File: config.mk
export PLATFORM = sky130hd
export DESIGN_NAME = tod_alarm_match
export DESIGN_NICKNAME = d
export VERILOG_FILES = /design/src/rtl/tod_alarm_pkg.sv /design/src/rtl/tod_field_cmp.sv /design/src/rtl/tod_mode_sel.sv /design/src/rtl/tod_alarm_flag.sv /design/src/rtl/tod_alarm_match.sv
export SDC_FILE = /design/constraint.sdc
export NUM_CORES = 1
export LEC_CHECK = 0
export CAP_MARGIN = 20
export CORE_ASPECT_RATIO = 1.1
export CORE_MARGIN = 8
export CORE_UTILIZATION = 20
export DETAILED_ROUTE_END_ITERATION = 7
export GPL_ROUTABILITY_DRIVEN = 0
export PLACE_DENSITY = 0.78
export SLEW_MARGIN = 20
export SYNTH_ARGS = -nofsm -noshare
export SYNTH_HDL_FRONTEND = slang
export SYNTH_SLANG_ARGS = --single-unit
File: constraint.sdc
create_clock -name clk -period 1.7 [get_ports clk]
set_clock_uncertainty 0.2 [all_clocks]
set_input_delay 0.34 -clock clk [delete_from_list [all_inputs] [get_ports clk]]
set_output_delay 0.34 -clock clk [all_outputs]
set_load 0.02 [all_outputs]
File: src/rtl/tod_alarm_pkg.sv
package tod_alarm_pkg;
  localparam int REG_W    = 8;
  localparam int N_FIELDS = 3;

  typedef enum logic [2:0] {
    MODE_EVERY_MIN,
    MODE_MIN,
    MODE_HR_MIN,
    MODE_FULL,
    MODE_BAD
  } alarm_mode_e;

  // m = {day_mask, hour_mask, min_mask}
  function automatic alarm_mode_e decode_mode(input logic [2:0] m);
    case (m)
      3'b111:  return MODE_EVERY_MIN;
      3'b110:  return MODE_MIN;
      3'b100:  return MODE_HR_MIN;
      3'b000:  return MODE_FULL;
      default: return MODE_BAD;
    endcase
  endfunction
endpackage

File: src/rtl/tod_field_cmp.sv
module tod_field_cmp #(
  parameter int REG_W = tod_alarm_pkg::REG_W
) (
  input  logic [REG_W-1:0] alarm_reg,
  input  logic [REG_W-2:0] cur_val,
  output logic             mask,
  output logic             eq
);
  localparam int VAL_W    = REG_W - 1;
  localparam int MASK_POS = REG_W - 1;

  // Mask sits on the top bit; the BCD value fills the bits below it
  assign mask = alarm_reg[MASK_POS];
  assign eq   = (alarm_reg[VAL_W-1:0] == cur_val);
endmodule

File: src/rtl/tod_mode_sel.sv
module tod_mode_sel
  import tod_alarm_pkg::*;
#(
  parameter int N_FIELDS = tod_alarm_pkg::N_FIELDS
) (
  input  logic [N_FIELDS-1:0] mask,
  input  logic [N_FIELDS-1:0] eq,
  output logic                hit
);
  alarm_mode_e mode;

  always_comb begin
    mode = decode_mode(mask);
    unique case (mode)
      MODE_EVERY_MIN: hit = 1'b1;
      MODE_MIN:       hit = eq[0];
      MODE_HR_MIN:    hit = eq[0] & eq[1];
      MODE_FULL:      hit = &eq;
      default:        hit = 1'b0;   // illegal combinations
    endcase
  end
endmodule

File: src/rtl/tod_alarm_flag.sv
module tod_alarm_flag (
  input  logic clk,
  input  logic rst_n,
  input  logic tick,
  input  logic hit,
  input  logic clr,
  output logic flag
);
  always_ff @(posedge clk) begin
    if (!rst_n)            flag <= 1'b0;
    else if (tick && hit)  flag <= 1'b1;   // set beats clear
    else if (clr)          flag <= 1'b0;
  end

  p_set_wins_r8: assert property (@(posedge clk) disable iff (!rst_n)
    (tick && hit) |=> flag);
  p_sticky_r7: assert property (@(posedge clk) disable iff (!rst_n)
    (flag && !clr) |=> flag);
  p_clear_r7: assert property (@(posedge clk) disable iff (!rst_n)
    (clr && !(tick && hit)) |=> !flag);
  p_tick_only_r6: assert property (@(posedge clk) disable iff (!rst_n)
    $rose(flag) |-> $past(tick && hit));
endmodule

File: src/rtl/tod_alarm_match.sv
module tod_alarm_match
  import tod_alarm_pkg::*;
(
  input  logic       clk,
  input  logic       rst_n,
  input  logic       upd_tick,
  input  logic [6:0] now_min,
  input  logic [6:0] now_hour,
  input  logic [6:0] now_day,
  input  logic [7:0] alm_min,
  input  logic [7:0] alm_hour,
  input  logic [7:0] alm_day,
  input  logic       flag_clr,
  output logic       tod_flag
);
  localparam int VAL_W = REG_W - 1;

  logic [REG_W-1:0]    alm_arr [N_FIELDS];
  logic [VAL_W-1:0]    cur_arr [N_FIELDS];
  logic [N_FIELDS-1:0] fmask;
  logic [N_FIELDS-1:0] feq;
  logic                hit;

  // Field order: 0 = minute, 1 = hour, 2 = day
  assign alm_arr[0] = alm_min;
  assign alm_arr[1] = alm_hour;
  assign alm_arr[2] = alm_day;
  assign cur_arr[0] = now_min;
  assign cur_arr[1] = now_hour;
  assign cur_arr[2] = now_day;

  for (genvar g = 0; g < N_FIELDS; g++) begin : g_field
    tod_field_cmp #(.REG_W(REG_W)) u_cmp (
      .alarm_reg (alm_arr[g]),
      .cur_val   (cur_arr[g]),
      .mask      (fmask[g]),
      .eq        (feq[g])
    );
  end

  tod_mode_sel #(.N_FIELDS(N_FIELDS)) u_mode (
    .mask (fmask),
    .eq   (feq),
    .hit  (hit)
  );

  tod_alarm_flag u_flag (
    .clk   (clk),
    .rst_n (rst_n),
    .tick  (upd_tick),
    .hit   (hit),
    .clr   (flag_clr),
    .flag  (tod_flag)
  );

  p_every_min_r2: assert property (@(posedge clk) disable iff (!rst_n)
    (upd_tick && alm_min[7] && alm_hour[7] && alm_day[7]) |=> tod_flag);
  p_full_match_r5: assert property (@(posedge clk) disable iff (!rst_n)
    (upd_tick && !alm_min[7] && !alm_hour[7] && !alm_day[7] &&
     alm_min[6:0] == now_min && alm_hour[6:0] == now_hour &&
     alm_day[6:0] == now_day) |=> tod_flag);
  p_bad_mask_r10: assert property (@(posedge clk) disable iff (!rst_n)
    (!tod_flag && !(alm_day[7] == alm_hour[7] && alm_hour[7] == alm_min[7]) &&
     !(alm_day[7] && alm_hour[7] && !alm_min[7]) &&
     !(alm_day[7] && !alm_hour[7] && !alm_min[7])) |=> !tod_flag);
endmodule

==> results of run 1 <==
-- worst max-delay path by stage --
stage / endpoint / slack [ps] / depth (start not counted)
3_3_place_gp: u_flag.flag$_SDFFE_PN0P_ / -140 / 5
4_1_cts: u_flag.flag$_SDFFE_PN0P_ / 3 / 5
6_report: u_flag.flag$_SDFFE_PN0P_ / 60 / 4
3_5_place_dp: u_flag.flag$_SDFFE_PN0P_ / -230 / 5
2_1_floorplan: u_flag.flag$_SDFFE_PN0P_ / 370 / 4
5_1_grt: u_flag.flag$_SDFFE_PN0P_ / -20 / 4
-- final cells by class --
type / instances / area (µm²) / share of cell area
Multi-Input combinational cell: 32 / 320 / 0.384
Sequential cell: 1 / 20.0 / 0.0240
Tap cell: 16 / 20.0 / 0.0240
Timing Repair Buffer: 52 / 473 / 0.568
-- critical path: cells and delay by family --
| family | cells | cell delay (ps) |
|---|---|---|
| xor gates and xnor gates | 1 | 230 |
| AOI/OAI and AO/OA | 2 | 380 |
| buffers and inverters | 1 | 410 |
-- per-layer routing --
metal	up-vias	wire (µm)
li1	224	-
met1	201	418
met2	21	896
met3	0	156
met4	0	0
met5	-	0
-- report_power, final --
part           total (mW)  leakage, nW  internal, mW  switching, mW
sequential         0.0249      0.00811        0.0246       0.000289
clock                   0            0             0              0
combinational       0.160        0.395         0.104         0.0562
-- cell usage after synthesis, drive strengths merged --
cell    count  area (µm²)
a21oi       1        5.00
nand3b      2        15.0
xor2       18         158
dfxtp       1        20.0
o31ai       1        12.5
xnor2       3        26.3
nor4        5        31.3
a41oi       1        8.76
a32oi       1        8.76
-- through the flow --
step	TNS (ps)	hold WS (ps)	instance area, µm²
after floorplan	0	297	285
after global placement	-144	298	818
after detailed placement	-227	294	818
after CTS	0	298	791
after global routing	-16.1	317	833
final	0	297	833
-- logic make-up after synthesis --
logic type                Yosys count  synth area share
AOI/OAI and AO/OA                   4             0.123
xor gates and xnor gates           21             0.645
DFF                                 1            0.0702
and+or+nand+nor                     7             0.162
-- layout by cell type, fill, tap and decap left out, types with 2 or more instances in the layout --
cell type / n
sky130_fd_sc_hd__nor4_2: 4
sky130_fd_sc_hd__clkdlybuf4s50_1: 9
sky130_fd_sc_hd__xnor2_2: 2
sky130_fd_sc_hd__dlygate4sd2_1: 18
sky130_fd_sc_hd__clkdlybuf4s15_1: 11
sky130_fd_sc_hd__dlymetal6s2s_1: 5
sky130_fd_sc_hd__clkbuf_2: 6
sky130_fd_sc_hd__xor2_1: 17
sky130_fd_sc_hd__nand3b_1: 2
sky130_fd_sc_hd__buf_4: 3
-- timing repair --
action | CTS | global route
endpoints found under the hold margin | 0 | 0
resized for setup | 40 | 31
cloned | 0 | 0
pin swaps | 18 | 18
setup endpoints to repair | 1 | 1
==> results.txt, run 1 <==
The run finished with clean final reports. Along the worst hold path, the cell count comes to 2. The final layout contains routed wiring with a total length of 1470 µm.

More flip-flops sit in one register than any other, and that register is u_flag.flag. For the post-layout utilization of the core, the log shows 0.618. The netlist uses 9 different library cells. The tools report the startpoint of the worst setup timing path as now_min[6].

The met2 routing resource usage after global routing was 0.191; the global-route wire length before repair was 2150 µm. The path with the worst hold slack has its endpoint at u_flag.flag$_SDFFE_PN0P_. The endpoint type of the worst setup path was a flip-flop. In the post-route analysis, the smallest setup slack over all paths is 60.2 ps. The worst register-to-register path ends at u_flag.flag$_SDFFE_PN0P_. The register-to-register setup slack was 930 ps.

The maximum number of pins on one net before global-route repair is 3, and the proportion of layout cells with a drive suffix above 1 is 0.212. For the summed instance area of the synthesized netlist, the log shows 285 µm². The initial cell density of the core is 0.212. For this run, the number of Yosys warnings is 0. Buffers inserted to repair hold after CTS numbered 0. The via count of the first global-routing pass was 484. The count of antenna diodes in the layout is 0.

The x dimension of the die is 52.0 µm, and the mean cell area of the mapped netlist is 8.64 µm². The synthesized instance count came out at 33. Share of the clock period used by the worst path after layout: 0.965. The via count normalized by instance count came out at 4.42.

The min-delay analysis places its worst path in the category flip-flop to flip-flop. The run gives 0.0897 as the all-layer global routing usage. The remaining global-route overflow is 0, and the register bit count reported by yosys is 1. The later pin in the worst-skew pair is clocked with a latency of 0 ps. The first detailed-routing pass ran for 4 iterations. The placed wire-length estimate came out at 1340 µm. The worst endpoint data arrival time was 1350 ps; the maximum clock frequency was 610 MHz.

The first routing iteration left 3 violations. The area growth from synthesis to layout came out at 192%. In this run, placement finished with an instance count of 101. Summed over all cells, the static leakage comes to 0.403 nW. The floorplan step defined a die boundary enclosing 2890 µm². The number of nets handed over by synthesis was 82. Max-cap violations in this run came to 0. The sequential element share of the synthesized area was 0.0702; the final critical delay including setup and external delays was 1640 ps.

The number of flip-flops under the largest register name works out to 1. Count of input and output buffers: 49. The tools report the layout net count as 136.

At the pin with the least slew margin, the transition time is 282 ps. Pin placement for this block handled 50 I/O pins. For this run, design rule violations remaining after detail routing come to 0.

For the number of standard-cell rows in the floorplan, the log shows 14. The met3 track utilization from global routing was 0.0294; the floorplan die height was 55.6 µm. Overall power consumption after layout is estimated at 0.185 mW. In this design, the stage delay of the slowest critical-path cell is 410 ps. The detail route stage leaves a number of antenna-violating nets equal to 0. Before CTS, the worst setup slack after placement is -227 ps. The worst setup path is launched from a primary input. Setup violations remaining at the end of the flow were counted as 0. Dividing total power by cell area gives a power density of 222 nW/µm². The biggest fanout along the worst timing path works out to 1. The largest individual stage delay along the critical path comes from the cell sky130_fd_sc_hd__clkdlybuf4s50_1.

The detailed-route via count came out at 446. After clock tree synthesis, the clock-pin slew on the worst setup and hold paths is 0 ps. In this run the critical register-to-register path is launched from u_flag.flag$_SDFFE_PN0P_. The number of antenna violations at the first check in global routing was 0; the cell count of the worst reg-to-reg path was 2. The launch instance of the worst min-delay path is u_flag.flag$_SDFFE_PN0P_.

The logs give 1410 ps for the required time reported for the critical path endpoint and 0.0000880 V for the worst IR drop on VDD. The met1 layer usage reported by global route was 0.0770; the worst max-slew margin expressed relative to the limit was 0.810. Traced cell by cell, the critical path runs through clkdlybuf4s50_1 > xnor2_1 > a41oi_2 > o31ai_2.

By startpoint and endpoint, the worst setup path is classified as primary input to flip-flop. After detailed routing, the average wire length per cell comes to 14.6 µm. Final count of hold timing violations: 0. The run gives 0 as the number of max-slew violations in the final report. In the final layout, the registers with the most flip-flops are u_flag.flag: 1 flops. The tools report the number of filler cells placed in the layout as 129. The layer with the highest usage after global routing was met2.

Leaving out filler cells and counting taps, the final layout contains 101. The tools report the number of buffers inserted by post-CTS setup repair as 0. In this run the standard cell core region covers 1350 µm².
Note: power is estimated with default switching activity, not from simulation.
==> run 2: changes to the inputs <==
Settings changed: SLEW_MARGIN 20 to 10.
==> results of run 2 <==
No change in the layout: final DEF, timing and power equal those of run 1.
==> run 3: changes to the inputs <==
--- a/constraint.sdc
+++ b/constraint.sdc
@@ -4,2 +4,2 @@
 set_output_delay 0.34 -clock clk [all_outputs]
-set_load 0.02 [all_outputs]
+set_load 0.005 [all_outputs]
==> results of run 3 <==
The final DEF is identical to that of run 1. Status: complete, no violations.
Among the figures that moved: total power 0.185 mW -> 0.184 mW
